## src/rtl/mbank_divsync.sv

```systemverilog
module mbank_divsync #(
  parameter int CW = 6
) (
  input  logic        clk,
  input  logic        rst_oe,
  input  logic [3:0]  sel_a,
  input  logic [3:0]  sel_b,
  input  logic [3:0]  sel_c,
  input  logic [3:0]  sel_fb,
  input  logic [10:0] stop_req,
  output logic [3:0]  qa,
  output logic [3:0]  qb,
  output logic [3:0]  qc,
  output logic        qfb,
  output logic        sync_n
);
  localparam logic [CW-1:0] ONE = CW'(1);

  function automatic logic [CW-1:0] bank_ratio(input logic [3:0] s);
    case (s)
      4'd0: return CW'(2);
      4'd1: return CW'(4);
      4'd2: return CW'(6);
      4'd3: return CW'(8);
      4'd4: return CW'(10);
      4'd5: return CW'(12);
      4'd6: return CW'(16);
      4'd7: return CW'(20);
      default: return CW'(24);
    endcase
  endfunction

  function automatic logic [CW-1:0] fb_ratio(input logic [3:0] s);
    case (s)
      4'd0: return CW'(4);
      4'd1: return CW'(6);
      4'd2: return CW'(8);
      4'd3: return CW'(10);
      4'd4: return CW'(12);
      4'd5: return CW'(16);
      4'd6: return CW'(20);
      4'd7: return CW'(24);
      4'd8: return CW'(32);
      default: return CW'(40);
    endcase
  endfunction

  logic [CW-1:0] n  [4];
  logic [CW-1:0] dc [4];
  logic [3:0]    ph;
  logic [10:0]   stopped;
  logic          rise_a, rise_c, fast_a, arm, eq_d;

  assign n[0] = bank_ratio(sel_a);
  assign n[1] = bank_ratio(sel_b);
  assign n[2] = bank_ratio(sel_c);
  assign n[3] = fb_ratio(sel_fb);

  always_ff @(posedge clk)
    for (int i = 0; i < 4; i++)
      if (rst_oe || dc[i] == '0) dc[i] <= n[i] - ONE;
      else                      dc[i] <= dc[i] - ONE;

  always_comb
    for (int i = 0; i < 4; i++) ph[i] = dc[i] >= (n[i] >> 1);

  wire [10:0] bank_ph = {{3{ph[2]}}, {4{ph[1]}}, {4{ph[0]}}};

  always_ff @(posedge clk)
    for (int i = 0; i < 11; i++)
      if (rst_oe)          stopped[i] <= 1'b0;
      else if (!bank_ph[i]) stopped[i] <= stop_req[i];

  always_ff @(posedge clk)
    if (rst_oe) begin
      qa <= '0; qb <= '0; qc <= '0; qfb <= 1'b0;
    end else begin
      qa  <= {4{ph[0]}} & ~stopped[3:0];
      qb  <= {4{ph[1]}} & ~stopped[7:4];
      qc  <= {{3{ph[2]}} & ~stopped[10:8], ph[2]};
      qfb <= ph[3];
    end

  assign rise_a = dc[0] == n[0] - ONE;
  assign rise_c = dc[2] == n[2] - ONE;
  assign fast_a = n[0] <= n[2];
  assign arm    = fast_a ? (rise_a && dc[2] == n[0] - ONE)
                         : (rise_c && dc[0] == n[2] - ONE);

  always_ff @(posedge clk)
    if (rst_oe) begin
      sync_n <= 1'b0;
      eq_d   <= 1'b0;
    end else begin
      eq_d <= rise_a && rise_c && (n[0] == n[2]);
      if (rise_a && rise_c)  sync_n <= 1'b1;
      else if (arm || eq_d)  sync_n <= 1'b0;
    end


  reset_off_chk: assert property (@(posedge clk)
    rst_oe |=> (qa == '0 && qb == '0 && qc == '0 && !qfb && !sync_n));


  first_edge_chk: assert property (@(posedge clk)
    $fell(rst_oe) |=> (&qa && &qb && &qc && qfb && sync_n));


  sync_high_chk: assert property (@(posedge clk) disable iff (rst_oe)
    (rise_a && rise_c) |=> sync_n);

  generate
    for (genvar g = 1; g < 4; g++) begin : g_stop_chk

      stop_fall_chk: assert property (@(posedge clk) disable iff (rst_oe)
        $fell(qc[g]) |-> $fell(qc[0]));

      stop_rise_chk: assert property (@(posedge clk) disable iff (rst_oe)
        $rose(qc[g]) |-> $rose(qc[0]));
    end
  endgenerate
endmodule

```

## config.mk

```make
export PLATFORM = sky130hd
export DESIGN_NAME = mbank_divsync
export DESIGN_NICKNAME = d
export VERILOG_FILES = /design/src/rtl/mbank_divsync.sv
export SDC_FILE = /design/constraint.sdc
export NUM_CORES = 1
export LEC_CHECK = 0
export BUFFER_PORTS_ARGS = -buffer_cell sky130_fd_sc_hd__buf_2
export CAP_MARGIN = 5
export CORE_MARGIN = 2
export CORE_UTILIZATION = 30
export DETAILED_ROUTE_END_ITERATION = 12
export SYNTH_ARGS = -nofsm -noshare
export SYNTH_HDL_FRONTEND = slang
export SYNTH_SLANG_ARGS = --single-unit
```

## constraint.sdc

```tcl
create_clock -name clk -period 8.85 [get_ports clk]
set_input_delay 0.885 -clock clk [delete_from_list [all_inputs] [get_ports clk]]
set_output_delay 0.885 -clock clk [all_outputs]
set_load 0.05 [all_outputs]
```

* Yosys cells after proc, flatten, opt, wreduce, memory -nomap -nowiden
Memory sizes are Yosys's and may differ from the RTL's.
Index checks and enable logic that the tools add are counted.
** Storage, ports and cells
- Memories kept :: 5
- Register bits after elaboration :: 26
- Logic and storage cells :: 78
- RAM bits :: 24
- Output and inout port bits :: 14
- Bits in latches :: 0
- Bits in read-only memories :: 176
- Input port bits :: 29
** Memories
- (no name shown) :: depth 16, width 5, read ports 1, clocked after Yosys merged registers in 0, wr ports 0, RTL line 34 : case (s)
- (no name shown) :: depth 8, width 4, read ports 1, clocked after Yosys merged registers in 0, wr ports 0, RTL line 20 : case (s)
- (no name shown) :: depth 8, width 4, read ports 1, clocked after Yosys merged registers in 0, wr ports 0, RTL line 20
- (no name shown) :: depth 8, width 4, read ports 1, clocked after Yosys merged registers in 0, wr ports 0, RTL line 20
- dc :: depth 4, width 6, read ports 4, clocked after Yosys merged registers in 0, wr ports 4, RTL line 49 : logic [CW-1:0] dc [4];
** Cells by class
- Equal/unequal tests :: 5
- Multiply operators :: 0
- Add/sub/neg operators :: 8
- Bitwise gates (word level) :: 10
- Shift-type cells :: 0
- $lt $le $gt $ge :: 5
- Reduce and logical (&&, ||, !) cells :: 14
- Mux-type cells :: 22
- Div/mod/pow operators :: 0
** Operator list (count)
- 6-bit by 1-bit subtractor with 6-bit output, second input constant :: 8
- 6-bit 2-to-1 mux :: 7
- 6-bit == test :: 5
- 6-bit by 5-bit greater-or-equal comparator with 1-bit output :: 4
- 6-bit logical NOT :: 4
- 1-bit 2-to-1 mux :: 15
- 4-bit bitwise AND :: 2
- 4-bit NOT :: 2
- 6-bit less-or-equal comparator :: 1
- 1-bit logical OR :: 5
- 1-bit logical AND :: 4
- 1-bit bitwise OR :: 4
- 3-bit bitwise AND :: 1
- 3-bit NOT :: 1
- 2-bit nonzero test :: 1

* Logic depth before layout (Yosys ltp)
Gate-level depths: netlist of the first run.
An unclocked memory read counts as a cell.
- Depth after elaboration :: 9
- Depth in mapped cells :: 12
- Gate-level depth less buffers :: 12

* Worst setup path after synthesis of the first run
Ideal clock, no wire load.
- Path type :: input port to flip-flop
- From :: in sel_c[0]
- To :: reg sync_n
- Buffers on the path :: 0
- Slack :: 5307 ps
- Data required time :: 8776 ps
- Library setup time :: 74 ps
- Data arrival time :: 3469 ps
- Stages :: 11
- Cell sequence :: inv_1 -> ha_1 -> mux2_2 -> nand2_1 -> ha_1 -> nor4b_1 -> xnor2_1 -> nand3_1 -> or4_1 -> or3b_1 -> o21ai_0
** On the way
- Longest elaborated chain between the ends :: 8
** Ends and longest elaborated chain
- start, declared :: RTL line 8 : input logic [3:0] sel_c,
- memory 8 x 4 bit *
- 6-bit 2-to-1 mux * :: RTL line 20
- 6-bit by 1-bit subtractor with 6-bit output :: RTL line 85, 88
- 6-bit == test, on equally long branches :: RTL line 85, 88
- 1-bit logical AND :: RTL line 88 : : (rise_c && dc[0] == n[2] - ONE);
- 1-bit 2-to-1 mux :: RTL line 87 : assign arm = fast_a ? (rise_a && dc[2] == n[0] - ONE)
- 1-bit logical OR :: RTL line 97 : else if (arm || eq_d) sync_n <= 1'b0;
- 2-bit nonzero test (no line)
- end signal, assigned :: RTL line 92 : sync_n <= 1'b0;
- end signal, assigned :: RTL line 96 : if (rise_a && rise_c) sync_n <= 1'b1;
- end signal, assigned :: RTL line 97
- end, declared :: RTL line 15 : output logic sync_n
Every way passes the cells marked *; elsewhere a longest branch is shown, timed or not.
A chain may end at the register's enable or synchronous reset.

* Final worst setup path of the first run
- From :: in sel_c[0]
- To :: reg eq_d
** On the way
- Longest elaborated chain between the ends :: 6
** Ends and longest elaborated chain
- memory 8 x 4 bit *
- 6-bit 2-to-1 mux * :: RTL line 20
- 6-bit by 1-bit subtractor with 6-bit output :: RTL line 85 : assign rise_c = dc[2] == n[2] - ONE;
- 6-bit == test :: RTL line 85
- 1-bit logical AND :: RTL line 95 : eq_d <= rise_a && rise_c && (n[0] == n[2]);
- 1-bit logical AND * :: RTL line 95
- end signal, assigned :: RTL line 95
- end, declared :: RTL line 52 : logic rise_a, rise_c, fast_a, arm, eq_d;
Marks and branches as above.

==> results of run 1 <==
## per-stage QoR
| step | cells | total power (W) | util [%] | worst slack, ps |
|---|---|---|---|---|
| CTS | 526 | 0.000702 | 34.7 | 5180 |
| detailed placement | 518 | 0.000561 | 33.8 | 4860 |
| finish | 526 | 0.000691 | 34.7 | 5190 |
| global route | 526 | 0.000743 | 34.7 | 4890 |
| floorplan | 350 | 0.000506 | - | 5310 |
| global placement | 518 | 0.000556 | 33.8 | 5040 |
## worst max-delay path: stages
cell and delay, ps:
buf_2 120, inv_1 60, ha_1 300, mux2_2 260, nand2_1 130, ha_1 230
nor4b_1 640, xnor2_1 190, nand3_1 80, or4_1 520, or3b_1 410, nor2_1 90
## sequential cells by signal, indices dropped and copies added (netlist names)
name / count
dc: 24
eq_d: 1
qa: 4
qb: 4
qc: 4
qfb: 1
stopped: 11
sync_n: 1
## worst max-delay path by stage
stage	end	slack (ps)	cells after the start
4_1_cts	eq_d$_SDFF_PP0_	5180	12
2_1_floorplan	sync_n$_SDFFE_PP0P_	5310	11
5_1_grt	sync_n$_SDFFE_PP0P_	4890	12
3_3_place_gp	sync_n$_SDFFE_PP0P_	5040	12
6_report	eq_d$_SDFF_PP0_	5190	12
3_5_place_dp	eq_d$_SDFF_PP0_	4860	12
## cell families after synthesis
family,Yosys count,synth area share [%]
compound gates,53,11.7
xor+xnor,40,12.1
fa+ha+maj,37,14.9
buf+inv,39,4.99
flops,50,32.2
mux,24,7.76
simple gates,107,16.4
## final cells by class
cell class	instances	area, sq um	area share (%)
Multi-Input combinational cell	261	1950	55.3
Sequential cell	50	1000	28.3
Timing Repair Buffer	42	210	5.94
Tap cell	136	170	4.81
Inverter	29	109	3.08
Clock buffer	5	68.8	1.95
Clock inverter	3	23.8	0.672
## synthesized netlist by cell type, types with 2 or more instances
cell type / number / area [sq um]
nor4_1: 2 / 12.5
nand3_1: 5 / 25.0
or2_1: 3 / 18.8
mux2i_1: 23 / 230
dfxtp_1: 50 / 1000
a31oi_1: 2 / 12.5
o21ai_0: 11 / 55.1
a21o_1: 8 / 60.1
a21oi_1: 17 / 85.1
nand4_1: 2 / 12.5
ha_1: 37 / 463
nor3_1: 6 / 30.0
nand2_1: 24 / 90.1
o22ai_1: 2 / 12.5
nand2b_1: 6 / 37.5
nor3b_1: 4 / 30.0
o211ai_1: 3 / 22.5
a2111oi_2: 3 / 45.0
nor4b_1: 2 / 17.5
nor2b_1: 2 / 12.5
nor2_1: 41 / 154
xnor3_1: 2 / 45.0
xnor2_1: 18 / 158
o311a_1: 2 / 20.0
o21a_1: 2 / 15.0
xor2_1: 20 / 175
or2_2: 6 / 37.5
clkbuf_1: 8 / 30.0
inv_1: 29 / 109
## routing by layer
| metal | up-vias | GRT usage [%] | share of wire [%] |
|---|---|---|---|
| met1 | 1081 | 13.4 | 48 |
| met2 | 27 | 20.1 | 48 |
| met4 | 0 | 3.29 | 1.0 |
| li1 | 1258 | - | - |
| met5 | - | 0 | 0 |
| met3 | 7 | 2.35 | 3.0 |
## power by group through the flow
stage / Clock (W) / Combinational (W) / Sequential, W
2_1_floorplan: 0 / 0.000166 / 0.000339
3_3_place_gp: 0 / 0.000245 / 0.000311
3_5_place_dp: 0 / 0.000249 / 0.000312
4_1_cts: 0.000144 / 0.000251 / 0.000307
5_1_grt: 0.000153 / 0.000276 / 0.000314
6_report: 0.000137 / 0.000247 / 0.000307
## placed cells by master (no fill, tap or decap), types with 3 or more instances in the layout
cell        n
xnor2_1    18
nor2_1     41
or2_1       3
clkbuf_8    5
ha_1       37
a2111oi_2   3
dfxtp_1    50
or2_2       6
xor2_1     20
a21oi_1    17
nand3_1     5
nor3_1      6
a21o_1      8
o21ai_0    11
nand2_1    24
buf_2      42
o211ai_1    3
nor3b_1     4
mux2i_1    23
inv_1      29
nand2b_1    6
==> results.rst, run 1 <==
.. list-table::
   :header-rows: 1

   * - Metric
     - Value
   * - Endpoint of the worst-slack reg-to-reg timing path
     - stopped[0]$_SDFFE_PP0N_
   * - Detailed-route wire length per cell
     - between 10 and 15 um
   * - Clock sink count
     - 50
   * - Fraction of final layout cells with drive strength greater than 1
     - 16.2%
   * - Final number of setup-violating endpoints
     - 0
   * - Post-synthesis instance area
     - between 3000 and 4000 sq um
   * - Via-to-Cell Ratio
     - 4.51
   * - Sw power
     - 0.000261 W
   * - Layout Skew
     - ~4 ps
   * - Post-route standard cell area excluding fillers
     - roughly 3500 sq um
   * - Mean instance size in the synthesized netlist
     - 8.89 sq um
   * - Number of top-level design ports
     - between 40 and 50
   * - HP Class
     - reg2reg
   * - Launching point of the worst reg2reg path
     - dc[0][0]$_SDFF_PN1_
   * - Leftover overflow at the end of global routing
     - 0
   * - CTS buffer count
     - 5
   * - Post-layout nets
     - approximately 460
   * - Launching instance or port of the critical path
     - sel_c[0]
   * - Die span in x
     - 106 um
   * - Die ar.
     - about 11,000 sq um
   * - Final ANT Viol Nets
     - 0
   * - Total GRT Usage
     - 11.2%
   * - Standard cell core area
     - 10,200 sq um
   * - Capture endpoint of the worst hold path
     - dc[3][0]$_SDFF_PN1_
   * - Worst R2R Path Depth
     - 8
   * - Crit start category
     - input pin
   * - Count of unresolved DRC violations after routing
     - 0
   * - Instance area at placement
     - between 3000 and 4000 sq um
   * - Crit end category
     - flop
   * - Required time of the critical path
     - between 9000 and 10,000 ps
   * - Total power divided by cell area
     - 195 nW/um^2
   * - Number of global-route vias before repair
     - about 2,300
   * - Routability Congestion
     - around 0.82
   * - Number of library cell types mapped by synthesis
     - 39
   * - Slew at the pin closest to its max-slew limit
     - 860 ps
   * - Synthesis-stage register bit count
     - 50
   * - Max Transition Viols Final
     - 0
   * - Worst-case vdd ir drop
     - a little under 0.08 mV
   * - Clock input transition at the sequential cells of the worst setup and hold paths
     - about 100 ps
   * - Leakage power total
     - 1.65 nW
   * - Clock period minus final worst setup slack
     - about 3700 ps
   * - Mapped Nets
     - ~420
   * - H-tree depth reported by CTS
     - 2
   * - Maximum clock path buffer count
     - 2
   * - Seq pwr share
     - between 40% and 50%
   * - Part of the cycle the worst path needs
     - about two fifths
   * - Die outline height
     - ~110 um
   * - Wire length of the first global-routing pass
     - a little over 10 mm
   * - Portion of the post-synthesis area used by sequential elements
     - 32.2%
   * - Post-CTS setup buffer count
     - 0
   * - Warnings from Yosys
     - 0
   * - Port Buffers
     - 42
   * - Post-synthesis cell count
     - between 300 and 400
   * - Worst Hold Path Cells
     - 1
   * - Clock tree from TritonCTS
     - done
   * - Worst hold start
     - dc[3][0]$_SDFF_PN1_
   * - Fin. Hold Viols
     - 0
   * - Pin count of the biggest net entering global routing
     - 30
   * - Peak clock frequency supported by timing
     - 273 MHz
   * - Max cap viols
     - 0
   * - Number of antenna violations at the first check in global routing
     - 0
   * - DPL Wire Length
     - between 4 and 5 mm
   * - Later-pin clock latency in the skew report
     - about 300 ps
   * - TritonRoute pass-1 iters
     - 4
   * - Starting utilization of the core area
     - just over 30%
   * - CTS resizes
     - 0
   * - Layout Area Growth over Synthesis
     - 13.7%
   * - Data arrival time of the critical path
     - 3900 ps
   * - Initial detailed-routing violation count
     - 73
   * - Worst hold slack after final layout
     - about 410 ps
   * - Via count
     - roughly 2,400
   * - Power share of the clock group
     - approximately a fifth
   * - Type of the worst setup path
     - in2reg
   * - Combinational cell fraction of total power
     - around 36%
   * - Setup slack, reg-to-reg
     - 6370 ps
   * - Predominant post-synthesis flop cell
     - dfxtp_1
   * - Clock root buffer
     - clkbuf_8
   * - Final-layout setup total negative slack
     - 0 ps
   * - Post-synthesis async set-or-reset flop share
     - 0%
   * - Routed Wire Length
     - about 6 mm
   * - Number of inserted diodes
     - 0
   * - Worst-case headroom to the max-slew limit
     - around 42%
   * - Run status
     - finished clean
   * - Post-synth EDFFs
     - 0
   * - Fillcell total
     - about 1,100
   * - Largest fanout of any net on the critical path
     - 5
   * - Row count
     - 37
   * - Internal power summed over all cells
     - around 0.00043 W
   * - Net switching share of the total power
     - ~38%
   * - Number of buffers inserted for hold repair after clock tree synthesis
     - 0
   * - Unrepaired setup endpoints after global routing
     - false
Note: power is estimated with default switching activity, not from simulation.
==> run 2: changes to the inputs <==
--- a/config.mk
+++ b/config.mk
@@ -5,6 +5,7 @@
 export SDC_FILE = /design/constraint.sdc
 export NUM_CORES = 1
 export LEC_CHECK = 0
+export ABC_AREA = 1
 export BUFFER_PORTS_ARGS = -buffer_cell sky130_fd_sc_hd__buf_2
 export CAP_MARGIN = 5
 export CORE_MARGIN = 2
==> constraint.sdc (replaced) <==
create_clock -name clk -period 3.6 [get_ports clk]
set_input_delay 0.36 -clock clk [delete_from_list [all_inputs] [get_ports clk]]
set_output_delay 0.36 -clock clk [all_outputs]
set_load 0.05 [all_outputs]
==> run 2 against run 1 <==
Register-to-register slack lost 4600 ps. Utilization grew 0.41 points. Count of clock-buffer cells in the layout grew 1. Area after synthesis grew 6.3%. Wire length grew 23%. Final area grew 7.2%. Hold slack lost 81 ps. Critical path depth shrank 1. Clock power grew to 3.0 times the previous value. Global-route usage grew 2.1 points. Die area grew 6.1%. Largest cell class unchanged.
==> results.rst, run 2 <==
.. list-table::
   :header-rows: 1

   * - Metric
     - Value
   * - Final ANT Viol Nets
     - 0
   * - Number of inserted diodes
     - 0
   * - Portion of the post-synthesis area used by sequential elements
     - between 30% and 40%
   * - Part of the cycle the worst path needs
     - between 60% and 70%
   * - Unrepaired setup endpoints after global routing
     - false
   * - Standard cell core area
     - ~11,000 sq um
   * - Fraction of post-synthesis cell area in the top cell type by area
     - 30.3%
   * - HP Class
     - in2reg
   * - Layout Skew
     - around 4.8 ps
   * - Wire length of the first global-routing pass
     - ~13 mm
   * - Largest register FFs
     - 24
   * - Slew at the pin closest to its max-slew limit
     - roughly 800 ps
   * - Post-CTS setup buffer count
     - 0
   * - Area occupied by registers
     - 1000 sq um
   * - Number of global-route vias before repair
     - roughly 2,900
   * - Mean instance size in the synthesized netlist
     - 6.99 sq um
   * - Total power divided by cell area
     - 483 nW/um^2
   * - Clock sink count
     - 50
   * - Type of the worst setup path
     - in2reg
   * - Routed Wire Length
     - 7.40 mm
   * - Pin count of the biggest net entering global routing
     - 16
   * - Register with the most flip-flops
     - dc
   * - Routability Congestion
     - around 0.96
   * - Fin. Hold Viols
     - 0
   * - Instance area at placement
     - 3680 sq um
   * - Post-synth EDFFs
     - 0
   * - Post-synthesis instance area
     - 3310 sq um
   * - Final number of setup-violating endpoints
     - 0
   * - Cells taking the most area after synthesis
     - dfxtp_1 (30%), ha_1 (14%), nand2_1 (10%)
   * - Largest fanout of any net on the critical path
     - 12
   * - Most common cell after layout, fill and taps aside
     - nand2_1
   * - Crit start category
     - input pin
   * - H-tree depth reported by CTS
     - 2
   * - Synthesis-stage register bit count
     - 50
   * - Die ar.
     - between 10,000 and 15,000 sq um
   * - Number of buffers inserted for hold repair after clock tree synthesis
     - 0
   * - Crit end category
     - flop
   * - Most used cells in the layout excluding fill and tap cells
     - nand2_1 (91), inv_1 (81), dfxtp_1 (50)
   * - Max Transition Viols Final
     - 0
   * - Post-synthesis cell count
     - between 400 and 500
   * - Largest registers in the final layout
     - dc: 24 flops, stopped: 11 flops
   * - Peak clock frequency supported by timing
     - 431 MHz
   * - Detailed-route wire length per cell
     - between 10 and 15 um
   * - Clock period minus final worst setup slack
     - approximately 2300 ps
   * - Required time of the critical path
     - 3830 ps
   * - Leftover overflow at the end of global routing
     - 0
   * - Leading cell types by count after synthesis
     - nand2_1 (91), inv_1 (81), dfxtp_1 (50)
   * - Fillcell total
     - 1,147
   * - Initial detailed-routing violation count
     - about 100
   * - Number of antenna violations at the first check in global routing
     - 0
   * - DPL Wire Length
     - roughly 6.1 mm
   * - Worst-case headroom to the max-slew limit
     - a little under half
   * - Die outline height
     - 109 um
   * - Warnings from Yosys
     - 0
   * - Max cap viols
     - 0
   * - Starting utilization of the core area
     - a little under a third
   * - Number of library cell types mapped by synthesis
     - 30
   * - Run status
     - finished clean
   * - Top cell type by total area after synthesis
     - dfxtp_1
   * - Data arrival time of the critical path
     - approximately 2600 ps
   * - Clock tree from TritonCTS
     - done
   * - Row count
     - 38
   * - Layout Area Growth over Synthesis
     - 14.7%
   * - TritonRoute pass-1 iters
     - 4
   * - Fraction of final layout cells with drive strength greater than 1
     - between 10% and 20%
   * - Worst R2R Path Depth
     - 5
   * - Die span in x
     - around 110 um
   * - Total GRT Usage
     - between 10% and 20%
   * - Via count
     - 3,070
   * - Clock input transition at the sequential cells of the worst setup and hold paths
     - ~90 ps
   * - CTS resizes
     - 0
   * - Pre-CTS WS
     - around 960 ps
   * - Leakage power total
     - 1.95 nW
   * - Post-layout nets
     - roughly 580
   * - Area occupied by multi-input gates
     - between 1500 and 2000 sq um
   * - Final-layout setup total negative slack
     - 0 ps
   * - Post-synthesis async set-or-reset flop share
     - 0%
   * - Clock root buffer
     - clkbuf_8
   * - Maximum clock path buffer count
     - 2
   * - Post-route standard cell area excluding fillers
     - 3790 sq um
   * - Number of top-level design ports
     - 43
   * - Mapped Nets
     - between 500 and 600
   * - Port Buffers
     - 42
   * - CTS buffer count
     - 5
   * - Worst Hold Path Cells
     - 3
   * - Post-route worst setup slack
     - 1280 ps
   * - Later-pin clock latency in the skew report
     - roughly 310 ps
   * - Worst-case vdd ir drop
     - ~0.26 mV
   * - Predominant post-synthesis flop cell
     - dfxtp_1
   * - Via-to-Cell Ratio
     - 4.67
   * - Count of unresolved DRC violations after routing
     - 0
   * - Library cell with the highest instance count after synthesis
     - nand2_1
run 2: worst max-delay path, cell delays in order:
cell and delay (ps):
buf_2 100, inv_1 50, ha_1 270, inv_1 40, nand2_1 60, nand3_1 240, ha_1 400, a21oi_1 70
o2111ai_1 650, o21ai_0 160, a21oi_1 150
run 2: report_power, final:
| group | switching, W | total (W) | leakage, nW | internal, W |
|---|---|---|---|---|
| registers | 0.0000714 | 0.000739 | 0.417 | 0.000668 |
| clock network | 0.000185 | 0.000407 | 0.0573 | 0.000223 |
| logic | 0.000460 | 0.000685 | 1.47 | 0.000225 |
| total | 0.000717 | 0.00183 | 1.95 | 0.00112 |
run 2: final cells by class:
| class | instances | area share (%) |
|---|---|---|
| flip-flops and latches | 50 | 26.4 |
| clock buffers | 6 | 2.18 |
| repair buffers | 43 | 5.74 |
| well taps | 140 | 4.62 |
| clock inverters | 1 | 0.792 |
| multi-input cells | 333 | 51.9 |
| inverters | 85 | 8.41 |
run 2: logic make-up (layout without fill, tap and decap cells):
group,Yosys count,after routing,share of synthesized area (%)
XOR/XNOR,15,15,3.97
adder cells (fa/ha/maj),37,37,14.0
AND/OR/NAND/NOR,207,207,29.0
AO/OA/AOI/OAI,74,74,12.5
buffers and inverters,90,135,10.3
flip-flops,50,50,30.3
run 2: metrics by stage:
| stage | cells | hold WS (ps) | total power (W) | util, % |
|---|---|---|---|---|
| detailed placement | 651 | 397 | 0.00144 | 34.1 |
| floorplan | 473 | 375 | 0.00127 | - |
| global route | 658 | 317 | 0.00198 | 35.1 |
| finish | 658 | 326 | 0.00183 | 35.1 |
| CTS | 658 | 313 | 0.00186 | 35.1 |
| global placement | 651 | 391 | 0.00143 | 34.1 |
run 2: final timing paths:
kind,start,to,slack (ps)
max reg2reg,dc[0][3]$_DFF_P_,stopped[2]$_SDFFE_PP0N_,1740
min,stop_req[10],stopped[10]$_SDFFE_PP0N_,330
max,sel_a[0],stopped[2]$_SDFFE_PP0N_,1280
min reg2reg,dc[3][0]$_SDFF_PN1_,dc[3][0]$_SDFF_PN1_,410
run 2: layer usage:
metal  GRT usage (%)  vias up  wire length [um]  part of all wire [%]
li1                -     1640                 -                     -
met5               0        -                 0                     0
met1            16.3     1371              3480                    47
met2            22.5       47              3490                    47
met4            5.31        0               128                   1.7
met3            3.05       12               304                   4.1
==> run 3: changes to the inputs <==
==> constraint.sdc (replaced) <==
create_clock -name clk -period 2.08 [get_ports clk]
set_input_delay 0.208 -clock clk [delete_from_list [all_inputs] [get_ports clk]]
set_output_delay 0.208 -clock clk [all_outputs]
set_load 0.05 [all_outputs]
==> run 3 against run 2 <==
Hold slack got worse by 150 ps. Via count is 2.1% higher. Global-route usage grew 0.68 points. Utilization up 2.0 points. Setup slack worse by 1000 ps. Die area unchanged. Sequential share of layout area decreased by 1.4 points. First-iteration DRC count increased by 20%. Count of clock-buffer cells in the layout unchanged. Critical endpoint is now sync_n$_SDFFE_PP0P_.
==> results.rst, run 3 (synthesized netlist as in run 2, its figures left out) <==
.. list-table::
   :header-rows: 1

   * - Metric
     - Value
   * - Leakage power total
     - 2.08 nW
   * - Maximum clock path buffer count
     - 2
   * - Max incr delay on CP
     - 290 ps
   * - HP Class
     - in2reg
   * - Peak clock frequency supported by timing
     - approximately 550 MHz
   * - Final ANT Viol Nets
     - 0
   * - Clock period minus final worst setup slack
     - between 1500 and 2000 ps
   * - Die ar.
     - between 10,000 and 15,000 sq um
   * - Final number of setup-violating endpoints
     - 0
   * - Total power divided by cell area
     - around 850 nW/um^2
   * - Later-pin clock latency in the skew report
     - 300 ps
   * - Routed Wire Length
     - between 7 and 8 mm
   * - Largest registers in the final layout
     - dc: 24 flops, stopped: 11 flops
   * - Number of inserted diodes
     - 0
   * - Fraction of final layout cells with drive strength greater than 1
     - between 10% and 20%
   * - Count of unresolved DRC violations after routing
     - 0
   * - Sw power
     - between 0.001 and 0.0015 W
   * - Data arrival time of the critical path
     - between 2000 and 2500 ps
   * - Die span in x
     - ~110 um
   * - Starting utilization of the core area
     - 30.6%
   * - Worst setup path end
     - sync_n$_SDFFE_PP0P_
   * - Critical path's slowest cell
     - ha_1
   * - Layout Skew
     - between 3 and 4 ps
   * - Largest fanout of any net on the critical path
     - 3
   * - Worst path cell trace
     - buf_2, inv_1, ha_1, inv_1, nand2_1, nand3_1, buf_4, inv_1, ha_1, nand4_1, nand3b_1, nand2_1, nor2_1, nand3_1, nor2_1, nand2_1, nand3_1, nand2_1
   * - Pre-CTS WS
     - -116 ps
   * - Slew at the pin closest to its max-slew limit
     - about 500 ps
   * - Most common cell after layout, fill and taps aside
     - nand2_1
   * - Clock root buffer
     - clkbuf_8
   * - Via-to-Cell Ratio
     - about 4.6
   * - Final-layout setup total negative slack
     - 0 ps
   * - Run status
     - finished clean
   * - Max Transition Viols Final
     - 0
   * - Number of global-route vias before repair
     - a little over 3,000
   * - Worst R2R Path Depth
     - 5
   * - Clock tree from TritonCTS
     - done
   * - Worst-case vdd ir drop
     - between 0.4 and 0.5 mV
   * - Leftover overflow at the end of global routing
     - 0
   * - H-tree depth reported by CTS
     - 2
   * - DPL Wire Length
     - ~6.5 mm
   * - Number of top-level design ports
     - 43
   * - Pin count of the biggest net entering global routing
     - 16
   * - CP dominant cell by count
     - nand2_1
   * - Util after Layout
     - around 37%
   * - Area occupied by registers
     - around 1000 sq um
   * - Port Buffers
     - 42
   * - Post-route worst setup slack
     - about 250 ps
   * - Initial detailed-routing violation count
     - 118
   * - Most used cells in the layout excluding fill and tap cells
     - nand2_1 (91), inv_1 (81), dfxtp_1 (50)
   * - CTS buffer count
     - 5
   * - Total GRT Usage
     - 14.0%
   * - Launching instance or port of the critical path
     - sel_a[0]
   * - Clock input transition at the sequential cells of the worst setup and hold paths
     - around 90 ps
   * - Wire length of the first global-routing pass
     - 13.4 mm
   * - Clock sink count
     - 50
   * - Crit end category
     - flop
   * - Post-layout nets
     - approximately 610
   * - Required time of the critical path
     - about 2300 ps
   * - Number of antenna violations at the first check in global routing
     - 0
   * - Total power after layout
     - 0.00339 W
   * - Largest register FFs
     - 24
   * - Max cap viols
     - 0
   * - Launching point of the worst reg2reg path
     - dc[2][3]$_DFF_P_
   * - Setup slack, reg-to-reg
     - ~400 ps
   * - Register with the most flip-flops
     - dc
   * - Net switching share of the total power
     - between 30 and 40%
   * - Crit start category
     - input pin
   * - Worst-case headroom to the max-slew limit
     - approximately two thirds
   * - Die outline height
     - ~110 um
   * - Row count
     - 38
   * - Seq pwr share
     - a little under two fifths
   * - Combinational cell fraction of total power
     - a little under two fifths
   * - Standard cell core area
     - 10,800 sq um
   * - Number of buffers inserted for hold repair after clock tree synthesis
     - 0
   * - Area occupied by multi-input gates
     - approximately 2000 sq um
   * - Type of the worst setup path
     - in2reg
   * - Fillcell total
     - about 1,100
   * - Detailed-route wire length per cell
     - between 10 and 15 um
   * - Part of the cycle the worst path needs
     - a little under 90%
   * - TritonRoute pass-1 iters
     - 4
   * - Fin. Hold Viols
     - 0
   * - Endpoint of the worst-slack reg-to-reg timing path
     - stopped[8]$_SDFFE_PP0N_
   * - Power share of the clock group
     - between 20% and 30%
   * - Via count
     - around 3,100
   * - Layout Area Growth over Synthesis
     - 21.3%
   * - Routability Congestion
     - 0.905
   * - Internal power summed over all cells
     - between 0.002 and 0.0025 W
   * - Unrepaired setup endpoints after global routing
     - false
-- run 3: cell count changes in the layout (fill, tap and decap cells not counted), sizes merged --
cell / previous run / this run
bufinv: 1 / 2
buf: 43 / 67
-- run 3: how the worst min path moves through the flow --
stage | start | cells after the start | end | slack [ps]
after floorplan | sel_fb[3] | 2 | dc[3][5]$_DFF_P_ | 370
after global placement | dc[0][0]$_SDFF_PN1_ | 1 | dc[0][0]$_SDFF_PN1_ | 390
after detailed placement | dc[3][0]$_SDFF_PN1_ | 1 | dc[3][0]$_SDFF_PN1_ | 390
after CTS | stop_req[3] | 3 | stopped[3]$_SDFFE_PP0N_ | 160
after global routing | stop_req[0] | 3 | stopped[0]$_SDFFE_PP0N_ | 190
final | stop_req[3] | 3 | stopped[3]$_SDFFE_PP0N_ | 180
-- run 3: cell type report --
| class | instances | share of cell area, % |
|---|---|---|
| repair buffers | 67 | 9.92 |
| clock inverters | 2 | 1.50 |
| inverters | 85 | 7.96 |
| clock buffers | 6 | 2.06 |
| flip-flops and latches | 50 | 25.0 |
| well taps | 140 | 4.37 |
| multi-input cells | 333 | 49.2 |
-- run 3: per-layer routing --
layer | part of all wire [%] | track usage (%)
met1 | 47 | 17.1
met2 | 49 | 25.1
met3 | 2.6 | 2.51
met4 | 1.4 | 3.94
met5 | 0 | 0
-- run 3: power groups by stage --
stage | sequential, W | combinational, W | clock (W)
4_1_cts | 0.00128 | 0.00127 | 0.000875
6_report | 0.00128 | 0.00126 | 0.000843
3_3_place_gp | 0.00130 | 0.00124 | 0
3_5_place_dp | 0.00130 | 0.00127 | 0
2_1_floorplan | 0.00149 | 0.000711 | 0
5_1_grt | 0.00130 | 0.00143 | 0.000907
-- run 3: timing repair --
action,4_1_cts,5_1_grt
gates resized for setup,0,2
buffers inserted,0,0
endpoints found under the setup margin,0,1
-- run 3: worst max-delay path: cells and delay by family --
kind | cells | cell delay (ps)
and+or+nand+nor | 11 | 870
adders and majority gates | 2 | 570
buffers and inverters | 5 | 380
-- run 3: stage by stage --
| step | area [sq um] | cells | hold WS, ps |
|---|---|---|---|
| finish | 4010 | 683 | 176 |
| detailed placement | 3860 | 675 | 392 |
| floorplan | 3310 | 473 | 369 |
| global route | 4010 | 683 | 189 |
| global placement | 3860 | 675 | 392 |
| CTS | 4000 | 683 | 162 |
